<file path="src/rtl/itc_pkg.sv">
package itc_pkg;
  localparam int ADDR_W = 3;

  typedef enum logic [ADDR_W-1:0] {
    A_PERIOD = 3'd0,
    A_MODE   = 3'd1,
    A_OUT    = 3'd2,
    A_CTRL   = 3'd3,
    A_COUNT  = 3'd4
  } regAddr_e;

  // strobes from control to datapath
  typedef struct packed {
    logic clr;     // unit clear
    logic load;    // copy period into counter
    logic dec;     // step counter down
    logic evt;     // zero event: raise interrupt
    logic toggle;  // invert output bit
    logic outWr;   // software write of output bit
    logic outVal;  // value for software write
  } dpStrb_t;
endpackage

</file>
<file path="src/rtl/itc_ctrl.sv">
module itc_ctrl
  import itc_pkg::*;
#(
  parameter int CNT_W = 16
) (
  input  logic              clk,
  input  logic              rstN,
  input  logic              unitEn,
  input  logic              wrEn,
  input  logic [ADDR_W-1:0] wrAddr,
  input  logic [CNT_W-1:0]  wrData,
  input  logic              tickA,
  input  logic              tickB,
  input  logic              cntZero,
  output dpStrb_t           strb,
  output logic [CNT_W-1:0]  periodO,
  output logic              runO,
  output logic              startIrqO,
  output logic              clkSelO,
  output logic              outEnO,
  output logic              outInvO
);
  localparam int NUM_SRC = 2;

  logic [CNT_W-1:0] periodQ;
  logic startIrqQ, clkSelQ, outEnQ, outInvQ, runQ, needLoadQ;
  logic [NUM_SRC-1:0] tickVec;
  logic tickSel, active;
  logic wrPeriod, wrMode, wrOut, wrCtrl, trigStart, trigStop;

  assign tickVec = {tickB, tickA};
  assign tickSel = tickVec[clkSelQ];
  assign active  = runQ & tickSel & unitEn;

  assign wrPeriod  = wrEn & (wrAddr == A_PERIOD);
  assign wrMode    = wrEn & (wrAddr == A_MODE);
  assign wrOut     = wrEn & (wrAddr == A_OUT);
  assign wrCtrl    = wrEn & (wrAddr == A_CTRL);
  assign trigStart = wrCtrl & wrData[0];
  assign trigStop  = wrCtrl & wrData[1];

  always_ff @(posedge clk or negedge rstN) begin
    if (!rstN) begin
      periodQ   <= '0;
      startIrqQ <= 1'b0;
      clkSelQ   <= 1'b0;
      outEnQ    <= 1'b0;
      outInvQ   <= 1'b0;
      runQ      <= 1'b0;
      needLoadQ <= 1'b0;
    end else if (!unitEn) begin
      periodQ   <= '0;
      startIrqQ <= 1'b0;
      clkSelQ   <= 1'b0;
      outEnQ    <= 1'b0;
      outInvQ   <= 1'b0;
      runQ      <= 1'b0;
      needLoadQ <= 1'b0;
    end else begin
      if (wrPeriod) periodQ <= wrData;
      if (wrMode && !runQ) begin
        startIrqQ <= wrData[0];
        clkSelQ   <= wrData[1];
      end
      if (wrOut) begin
        outEnQ <= wrData[1];
        if (!runQ) outInvQ <= wrData[2];
      end
      if (trigStop) begin
        runQ      <= 1'b0;
        needLoadQ <= 1'b0;
      end else if (trigStart) begin
        runQ      <= 1'b1;
        needLoadQ <= 1'b1;
      end else if (active) begin
        needLoadQ <= 1'b0;
      end
    end
  end

  always_comb begin
    strb        = '0;
    strb.clr    = ~unitEn;
    strb.load   = active & (needLoadQ | cntZero);
    strb.dec    = active & ~needLoadQ & ~cntZero;
    strb.evt    = active & ((needLoadQ & startIrqQ) | (~needLoadQ & cntZero));
    strb.toggle = strb.evt & outEnQ;
    strb.outWr  = wrOut & ~outEnQ & unitEn;
    strb.outVal = wrData[0];
  end

  assign periodO   = periodQ;
  assign runO      = runQ;
  assign startIrqO = startIrqQ;
  assign clkSelO   = clkSelQ;
  assign outEnO    = outEnQ;
  assign outInvO   = outInvQ;


  mode_lock_chk: assert property (@(posedge clk) disable iff (!rstN)
    (runQ && unitEn) |=> ($stable(startIrqQ) && $stable(clkSelQ) && $stable(outInvQ)));


  strb_excl_chk: assert property (@(posedge clk) disable iff (!rstN)
    $onehot0({strb.load, strb.dec}));


  stop_wins_chk: assert property (@(posedge clk) disable iff (!rstN)
    (trigStop && unitEn) |=> !runQ);
endmodule

</file>
<file path="src/rtl/itc_datapath.sv">
module itc_datapath
  import itc_pkg::*;
#(
  parameter int CNT_W = 16
) (
  input  logic             clk,
  input  logic             rstN,
  input  dpStrb_t          strb,
  input  logic [CNT_W-1:0] period,
  output logic [CNT_W-1:0] cnt,
  output logic             cntZero,
  output logic             outBit,
  output logic             intPulse
);
  logic [CNT_W-1:0] cntQ;
  logic outBitQ, intQ;

  always_ff @(posedge clk or negedge rstN) begin
    if (!rstN) begin
      cntQ    <= '0;
      outBitQ <= 1'b0;
      intQ    <= 1'b0;
    end else if (strb.clr) begin
      cntQ    <= '0;
      outBitQ <= 1'b0;
      intQ    <= 1'b0;
    end else begin
      if (strb.load)      cntQ <= period;
      else if (strb.dec)  cntQ <= cntQ - 1'b1;
      if (strb.toggle)     outBitQ <= ~outBitQ;
      else if (strb.outWr) outBitQ <= strb.outVal;
      intQ <= strb.evt;
    end
  end

  assign cnt      = cntQ;
  assign cntZero  = (cntQ == '0);
  assign outBit   = outBitQ;
  assign intPulse = intQ;


  no_underflow_chk: assert property (@(posedge clk) disable iff (!rstN)
    strb.dec |-> (cntQ != '0));


  out_excl_chk: assert property (@(posedge clk) disable iff (!rstN)
    !(strb.toggle && strb.outWr));
endmodule

</file>
<file path="src/rtl/interval_timer_chan.sv">
module interval_timer_chan
  import itc_pkg::*;
#(
  parameter int CNT_W = 16
) (
  input  logic             clk,
  input  logic             rstN,
  input  logic             unitEn,
  input  logic             wrEn,
  input  logic [2:0]       wrAddr,
  input  logic [CNT_W-1:0] wrData,
  input  logic [2:0]       rdAddr,
  output logic [CNT_W-1:0] rdData,
  input  logic             tickA,
  input  logic             tickB,
  output logic             intPulse,
  output logic             tmrOut
);
  dpStrb_t strb;
  logic [CNT_W-1:0] period, cnt;
  logic cntZero, outBit, running, startIrq, clkSel, outEn, outInv;

  itc_ctrl #(.CNT_W(CNT_W)) u_ctrl (
    .clk(clk), .rstN(rstN), .unitEn(unitEn), .wrEn(wrEn), .wrAddr(wrAddr),
    .wrData(wrData), .tickA(tickA), .tickB(tickB), .cntZero(cntZero),
    .strb(strb), .periodO(period), .runO(running), .startIrqO(startIrq),
    .clkSelO(clkSel), .outEnO(outEn), .outInvO(outInv)
  );

  itc_datapath #(.CNT_W(CNT_W)) u_dp (
    .clk(clk), .rstN(rstN), .strb(strb), .period(period), .cnt(cnt),
    .cntZero(cntZero), .outBit(outBit), .intPulse(intPulse)
  );

  assign tmrOut = outEn & (outBit ^ outInv);

  always_comb begin
    rdData = '0;
    case (rdAddr)
      A_PERIOD: rdData = period;
      A_MODE:   rdData[1:0] = {clkSel, startIrq};
      A_OUT:    rdData[2:0] = {outInv, outEn, outBit};
      A_CTRL:   rdData[2] = running;
      A_COUNT:  rdData = cnt;
      default:  rdData = '0;
    endcase
  end


  toggle_on_irq_chk: assert property (@(posedge clk) disable iff (!rstN)
    (intPulse && outEn && $past(outEn)) |-> (tmrOut != $past(tmrOut)));


  hold_when_stopped_chk: assert property (@(posedge clk) disable iff (!rstN)
    (!running && unitEn) |=> $stable(cnt));


  unit_clear_chk: assert property (@(posedge clk) disable iff (!rstN)
    !unitEn |=> (!tmrOut && !intPulse && cnt == '0));
endmodule

</file>
<file path="config.mk">
export PLATFORM = sky130hd
export DESIGN_NAME = interval_timer_chan
export DESIGN_NICKNAME = d
export VERILOG_FILES = /design/src/rtl/itc_pkg.sv /design/src/rtl/itc_ctrl.sv /design/src/rtl/itc_datapath.sv /design/src/rtl/interval_timer_chan.sv
export SDC_FILE = /design/constraint.sdc
export NUM_CORES = 1
export LEC_CHECK = 0
export ABC_AREA = 1
export CORE_MARGIN = 2
export CORE_UTILIZATION = 60
export DETAILED_ROUTE_END_ITERATION = 6
export DONT_BUFFER_PORTS = 1
export PLACE_DENSITY_LB_ADDON = 0.1
export REMOVE_ABC_BUFFERS = 1
export SYNTH_ARGS = -nofsm -noshare
export SYNTH_HDL_FRONTEND = slang
export SYNTH_HIERARCHICAL = 1
export SYNTH_SLANG_ARGS = --single-unit
export TNS_END_PERCENT = 30
</file>
<file path="constraint.sdc">
create_clock -name clk -period 5.1 [get_ports clk]
set_input_delay 0.765 -clock clk [delete_from_list [all_inputs] [get_ports clk]]
set_output_delay 0.765 -clock clk [all_outputs]
set_load 0.02 [all_outputs]
</file>
======== After elaboration in Yosys (flattened, before gate mapping) ========
Cells that the tools add are included.
operators by class
  eq/ne operators ......................... 15
  bitwise gates (word level) .............. 25
  muxes and demuxes ....................... 30
  add/subtract/negate cells ............... 1
  reduce and logical (&&, ||, !) cells .... 6
  $lt $le $gt $ge ......................... 1
operators by type and width
  kind                     number
  $mux W16                 5
  $pmux W13 S2             1
  $mux W1                  22
  $and A1 B1 Y1            18
  $logic_not A16 Y1        1
  $sub A16 B1 Y16 const B  1
  $eq A3 B2 Y1 const B     4
  $ne A3 B1 Y1 const B     3
  $pmux W2 S4              1
  $eq A3 B1 Y1 const B     2
  $logic_not A3 Y1         2
  $ne A2 B1 Y1 const B     3
  $ne A4 B1 Y1 const B     1
  $not A1 Y1               4
  $pmux W1 S4              1
  $eq A3 B3 Y1 const B     1
  $lt A1 B2 Y1 const B     1
  $ne A2 B2 Y1 const B     1
  $or A1 B1 Y1             2
  $reduce_and A2 Y1        1
  $logic_and A1 B1 Y1      1
  $logic_not A1 Y1         1
  $xor A1 B1 Y1            1
word-level totals
  flip-flop bits (word level) ............. 40
  output and inout port bits .............. 18

======== Depth between registers and ports, before layout ========
Gate-level depths: netlist of run 1.
  depth in word-level cells ............... 9
  depth in mapped cells ................... 14
  depth with buffers taken out ............ 13

======== By module ========
The synthesis of run 1 kept the hierarchy.
modules (own cells, without submodules)
  module               times used  area each (um^2)  cells an instance
  itc_datapath         1           1301.2            200
  itc_ctrl             1           1104.8            126
  interval_timer_chan  1           409.1             81

======== Worst setup path after synthesis of run 1 ========
OpenSTA, ideal clock, no wires.
  kind .................................... in2out
  start ................................... in rdAddr[2]
  end ..................................... out rdData[2]
  data arrival time ....................... 1.421 ns
  setup slack ............................. 2.914 ns
  stages on the path ...................... 7
  path through ............................ buf_4 -> inv_2 -> buf_4 -> nand4_1 -> nand2_1 -> inv_1 -> nand2_1
on the way
  longest elaborated chain between the ends .. 2
  elaborated cells on any way between the ends .. 5
  those cells by class .................... 3 x eq/ne; 1 x mux; 1 x reduce/logical
ends and longest elaborated chain
  item                                  RTL line                   source
  from (decl)                           interval_timer_chan.sv:12  input logic [2:0] rdAddr,
  $eq A3 B3 Y1 (tied with other cells)  interval_timer_chan.sv:39  case (rdAddr)
  $pmux W1 S4 (*)                       interval_timer_chan.sv:39
  to (decl)                             interval_timer_chan.sv:13  output logic [CNT_W-1:0] rdData,
Every way passes the cells marked *; elsewhere a longest branch is shown, timed or not.

==> results by group, run 1 <==
Floorplanning
  – Rows: 24
  – I/O Pins: 46
  – Die H: roughly 73 µm
  – Die area: approximately 5300 µm²
  – Core area: 4440 µm²
  – Die W: ~73 µm
  – Starting density of the core: 63.3%

Clock tree
  – Hold buffer count at cts: 0
  – Post-CTS resize count: 0
  – # Post-CTS Setup Buffers: 0
  – Root Driver: clkbuf_8
  – # clock sinks: 40
  – Longest Clk Path Bufs: 2
  – CTS tree: built
  – CTS Buf Count: 5
  – Clock slew at reported path FFs: about 80 ps
  – Clock Latency Late Sink: 290 ps
  – Htree depth: 2

Layout
  – N_diodes: 0
  – Fin cells: 450
  – Share of layout cells above drive strength 1: around an eighth
  – Total Nets Final: roughly 430
  – Area growth syn-to-layout: 2.31%
  – Finished Cell Area: just under 3000 µm²
  – Number of fill cells: 415

Global route
  – GRT Residual Overflow: 0
  – Pin count of the biggest net entering global routing: 41
  – Number of global-route vias before repair: 2382
  – Initial antenna violation count: 0
  – Global-route usage over all layers: 27.0%
  – First-pass GRT wire length: 11.0 mm

Min path
  – Worst Hold Class: in -> async

Detailed routing
  – Routed len/inst: between 10 and 15 µm
  – DRT antenna net count: 0
  – Initial DRC Count: 203
  – DR vias/cell: roughly 5.7
  – DRT Pass-1 Iters: 4
  – Drc violations: 0
  – Drt total wl: 6.70 mm
  – DR vias: roughly 2600

Pwr
  – Combinational group share of total power: 10.7%
  – Part of the power in registers: approximately half
  – Power share of the clock group: 41.2%
  – PwrDens: between 200 and 250 nW/µm²
  – Switching Fraction: 24.2%
  – Static Leak: between 0.0015 and 0.002 µW
  – Net switching power: between 150 and 200 µW
  – Max IR drop VDD: 0.156 mV
  – Cell Int Power: 520 µW

Critical path
  – CP Capture Type: register
  – CP Data Required Time: between 5000 and 6000 ps
  – CP max stage delay: between 400 and 500 ps
  – Setup CP Type: reg -> reg
  – Slowest-stage cell, CP: dfrtp_1
  – Worst path cell trace: inv_2, ha_1, nand2_2, nor2_4, nand2_2, nor4_2, nor2_1, nor2_1, inv_2, nor2_1, nor2_1, o21ai_1, o21ai_0
  – Critical Path Source Type: register
  – CP arrival: ~2700 ps
  – Crit Path Max Fanout: 30
  – CP dominant cell by count: nor2_1

Timing
  – Slew Limit Fails: 0
  – Hold Fails Final Rpt: 0
  – Sum of negative setup slack: 0 ps
  – Final setup violation count: 0
  – Clk_skew: around 5.2 ps
  – Final worst path period need: approximately 2500 ps
  – FMAX: 394 MHz
  – Worst-Margin Slew: approximately 700 ps
  – Fin crit share: 49.8%
  – RSZ-0062 raised after global routing: false
  – Rel. slew slack: 52.2%

Job
  – Max_cap viols: 0

Yosys
  – Synth unique cells: 30
  – Post-Syn Area: 2820 µm²
  – Syn Inst Count: slightly above 400
  – Seq/Total Area, Yosys: 35.6%
  – #FFs+latches synth: 40
  – Mean Syn Cell Area: 6.92 µm²
  – Yosys synthesis warning count: 6

Placement
  – Post-DP HPWL: 4.67 mm
  – RePlAce Congestion: 0.914
  – DP Area: 2750 µm²
  – Placed Cells incl. Taps: 442
  – IO Port Bufs: 0

Outcome
  – Status: complete, no violations
[synth_stat cells (all sizes together)]
cell | n | area (µm²)
a211oi | 2 | 15.0
a21oi | 9 | 45.0
buf | 16 | 123
clkbuf | 1 | 3.75
dfrtp | 40 | 1000
ha | 1 | 12.5
inv | 42 | 158
nand2 | 114 | 453
nand3 | 74 | 390
nand4 | 10 | 62.6
nor2 | 60 | 303
nor3 | 4 | 20.0
nor4 | 1 | 12.5
o211ai | 1 | 7.51
o21ai | 28 | 181
o22ai | 3 | 18.8
xor2 | 1 | 8.76
[kinds of logic after synthesis]
group	synth area share, %
AOI/OAI and AO/OA	9.51
adders and majority gates	0.444
xor gates and xnor gates	0.311
DFF	35.6
buffers and inverters	10.1
and+or+nand+nor	44.1
[power groups by stage]
stage / Combinational [µW] / Clock [µW] / Sequential (µW)
floorplan: 59.9 / 0 / 333
global placement: 71.4 / 0 / 335
detailed placement: 72.9 / 0 / 336
CTS: 73.1 / 287 / 329
global route: 83.1 / 304 / 330
finish: 73.2 / 283 / 329
[through the flow]
stage                     hold WS [ps]  power (µW)  worst slack (ps)  util [%]
after detailed placement           471         408              2560      62.0
after global routing               139         717              2280      64.8
after floorplan                    469         393              2770         -
final                              158         685              2560      64.8
after global placement             470         407              2580      62.0
after CTS                          151         689              2560      64.8
[registers in the layout, summed over array words and instances, names as in the netlist]
name,count
u_dp/cnt,16
u_ctrl/needLoadQ,1
u_ctrl/periodO,16
u_ctrl/outInvO,1
u_dp/outBit,1
u_ctrl/outEnO,1
u_dp/intPulse,1
u_ctrl/startIrqO,1
u_ctrl/runO,1
u_ctrl/clkSelO,1
[area by class of cell]
cell class / instances / area, µm² / share of cell area (%)
Clock buffer: 7 / 96.3 / 3.34
Inverter: 42 / 158 / 5.47
Sequential cell: 40 / 1000 / 34.8
Tap cell: 52 / 65.1 / 2.26
Multi-Input combinational cell: 308 / 1530 / 53.1
Clock inverter: 1 / 30.0 / 1.04
[layout by cell type, fill, tap and decap left out]
master     instances
nand2_1          108
nand3_1           70
nor2_1            46
dfrtp_1           40
inv_1             35
o21ai_0           13
o21ai_2           11
nand4_1           10
a21oi_1            9
nor2_2             9
inv_2              7
clkbuf_8           7
nand3_2            4
nor3_1             4
nand2_2            4
o21ai_1            4
nor2_4             3
o22ai_1            3
nor2_8             2
nand2_4            2
a211oi_1           2
bufinv_16          1
nor4_2             1
xor2_1             1
o211ai_1           1
ha_1               1
[worst paths after layout]
path | from | endpoint | slack, ps | cells after the start
setup / recovery | u_dp/cnt[0] | u_dp/cnt[4] | 2560 | 13
hold / removal | rstN | u_ctrl/periodO[7] | 160 | 0
setup reg to reg | u_dp/cnt[0] | u_dp/cnt[4] | 2560 | 13
hold reg to reg | u_ctrl/periodO[5] | u_ctrl/periodO[5] | 550 | 2
max in group asynchronous | rstN | u_dp/cnt[9] | 4860 | 0
min in group clk | u_ctrl/periodO[5] | u_ctrl/periodO[5] | 550 | 2
[critical path, delay by kind of cell, from the launching register on]
kind	cells	cell delay (ps)
simple gates	8	1210
flops	1	420
buf+inv	2	410
fa+ha+maj	1	210
compound gates	2	190
[routing by layer]
metal	part of all wire, %	vias to the layer above	GRT usage (%)
li1	-	1308	-
met2	48	68	44.3
met5	0	-	0
met3	5.6	6	6.25
met4	1.0	0	9.47
met1	45	1194	35.1
No activity file was read; power rests on OpenSTA's default activity.
==> run 2, diff against run 1 <==
--- a/config.mk
+++ b/config.mk
@@ -5,7 +5,7 @@
 export SDC_FILE = /design/constraint.sdc
 export NUM_CORES = 1
 export LEC_CHECK = 0
-export ABC_AREA = 1
+export ABC_AREA = 0
 export CORE_MARGIN = 2
 export CORE_UTILIZATION = 60
 export DETAILED_ROUTE_END_ITERATION = 6
==> constraint.sdc (replaced) <==
create_clock -name clk -period 2.55 [get_ports clk]
set_input_delay 0.3825 -clock clk [delete_from_list [all_inputs] [get_ports clk]]
set_output_delay 0.3825 -clock clk [all_outputs]
set_load 0.02 [all_outputs]
==> results by group, run 2 <==
Outcome
  – Status: complete, but fails checks
  – Failing checks: setup timing

Yosys
  – FFs w/ async S/R, synth: 100%
  – Post-Syn Area: 2540 µm²
  – Mean Syn Cell Area: 9.08 µm²
  – Top-count cell post-synth: dfrtp_1
  – Top post-synthesis cells by count: 40 x dfrtp_1, 35 x nand2_1, 31 x nor2_1
  – Synth top area share: 39.4%
  – #FFs+latches synth: 40
  – Seq/Total Area, Yosys: 39.4%
  – Cell taking the most area after synthesis: dfrtp_1
  – Synth unique cells: 55
  – EDFF count, synth: 0
  – Yosys synthesis warning count: 6
  – Top area cells in the synthesized netlist: dfrtp_1 39%, mux2i_1 9.1%, a21oi_1 5.5%, nand2_1 5.2%, nor2_1 4.6%
  – Syn Inst Count: 280
  – Post-synth top flop: dfrtp_1

Layout
  – N_diodes: 0
  – Number of fill cells: between 200 and 300
  – Share of layout cells above drive strength 1: 24.6%
  – Commonest non-fill, non-tap cell in the layout: dfrtp_1
  – Finished Cell Area: 3030 µm²
  – Area growth syn-to-layout: 19.0%
  – Most frequent cells in the layout: 40 x dfrtp_1, 34 x nand2_1, 31 x buf_4
  – Total Nets Final: roughly 340

Global route
  – Global-route usage over all layers: 26.7%
  – Initial antenna violation count: 0
  – Number of global-route vias before repair: 2085
  – Pin count of the biggest net entering global routing: between 40 and 50
  – Layer with the highest usage: met2
  – GRT Residual Overflow: 0
  – Met2 usage: 43.8%
  – Routing usage on met1: between 30 and 40%
  – Met3 Track Usage GR: 5.12%
  – First-pass GRT wire length: just over 10 mm

Detailed routing
  – Drc violations: 0
  – DR vias/cell: 5.97
  – DR vias: around 2100
  – Routed len/inst: 17.6 µm
  – DRT antenna net count: 0
  – Drt total wl: ~6.3 mm
  – Initial DRC Count: 148
  – DRT Pass-1 Iters: 4

Critical path
  – Setup CP Type: reg -> reg
  – CP Capture Type: register
  – Critical Path Source Type: register
  – Crit Path Max Fanout: 7
  – CP arrival: between 2000 and 3000 ps
  – CP Data Required Time: between 2000 and 3000 ps

Floorplanning
  – I/O Pins: 46
  – Die W: 69.1 µm
  – Core area: about 4000 µm²
  – Die H: between 60 and 70 µm
  – Starting density of the core: 63.1%
  – Die area: 4770 µm²
  – Rows: 23

Timing
  – Final setup violation count: 17
  – Rel. slew slack: around half
  – Hold Fails Final Rpt: 0
  – Worst path setup slack after routing: -198 ps
  – Slew Limit Fails: 0
  – RSZ-0062 raised after global routing: true
  – Worst-Margin Slew: 772 ps
  – Minimum hold slack: 213 ps
  – Clk_skew: 2.59 ps
  – Final worst path period need: 2750 ps
  – Fin crit share: 108%
  – FMAX: 364 MHz
  – Sum of negative setup slack: -2450 ps

Placement
  – RePlAce Congestion: 0.822
  – DP Area: 2720 µm²
  – IO Port Bufs: 0
  – Setup slack at placement: -88.5 ps
  – Post-DP HPWL: 4.00 mm

Job
  – Max_cap viols: 0

Clock tree
  – # clock sinks: 40
  – Root Driver: clkbuf_8
  – Htree depth: 2
  – Longest Clk Path Bufs: 2
  – Clock Latency Late Sink: 290 ps
  – CTS Buf Count: 5
  – Clock slew at reported path FFs: approximately 80 ps
  – CTS tree: built

Pwr
  – PwrDens: 446 nW/µm²
  – Static Leak: roughly 0.0013 µW
  – Max IR drop VDD: 0.427 mV

Min path
  – Worst Hold Class: in -> reg
==> run 2: what timing repair did <==
action | 4_1_cts | 5_1_grt
pin swaps | 2 | 4
gates resized for setup | 10 | 15
gates cloned | 1 | 0
hold buffers | 2 | 0
buffers inserted | 3 | 2
endpoints found under the setup margin | 16 | 17
hold endpoints to repair | 40 | 0
==> run 2: logic make-up after synthesis <==
| group | after synthesis | share of synthesized area, % |
|---|---|---|
| compound gates | 54 | 13.3 |
| xor+xnor | 14 | 4.82 |
| simple gates | 112 | 24.9 |
| buf+inv | 34 | 6.99 |
| flops | 40 | 39.4 |
| fa+ha+maj | 1 | 0.492 |
| mux | 25 | 10.1 |
==> run 2: metrics by stage <==
step	utilization, %	power [µW]	std cells
global route	75.1	1400	359
floorplan	-	736	264
detailed placement	67.6	765	344
CTS	73.2	1350	358
global placement	67.6	762	344
finish	75.1	1350	359
==> run 2: report_power, final <==
part / total [µW] / leakage, µW / internal [µW] / switching (µW)
combinational: 128 / 0.000709 / 56.1 / 71.4
clock: 566 / 0.0000645 / 345 / 221
sequential: 656 / 0.000554 / 645 / 11.4
total: 1350 / 0.00133 / 1050 / 303
==> run 2: final timing paths <==
kind | from | cells past startpoint | slack, ps | endpoint
min in group asynchronous | rstN | 2 | 580 | u_dp/cnt[6]
worst max-delay path | u_dp/cnt[1] | 13 | -200 | u_dp/cnt[11]
worst max register to register | u_dp/cnt[1] | 13 | -200 | u_dp/cnt[11]
worst min-delay path | wrData[11] | 2 | 210 | u_ctrl/periodO[11]
worst min register to register | u_ctrl/periodO[7] | 2 | 540 | u_ctrl/periodO[7]
max in group asynchronous | rstN | 2 | 1780 | u_dp/cnt[8]
==> run 2: final cells by class <==
class	instances	area, µm²	area share [%]
multi-input cells	206	1460	48.1
flip-flops and latches	40	1000	33.1
repair buffers	37	312	10.3
clock buffers	7	96.3	3.18
inverters	18	67.6	2.23
well taps	50	62.6	2.07
clock inverters	1	30.0	0.993
==> run 2: routing by layer <==
metal | routed length, µm | part of all wire, %
met1 | 2840 | 45
met2 | 3100 | 49
met3 | 255 | 4.0
met4 | 114 | 1.8
met5 | 0 | 0
==> run 2: worst max-delay path: stages (launching register included) <==
cell     delay, ps
dfrtp_1        380
inv_1           60
ha_2           170
or4b_4         470
or4_4          440
nor4_4         200
buf_4          190
nor2_2          50
nor2_4         140
buf_6          130
buf_6          120
buf_4          100
a21oi_1         50
o21a_1         140
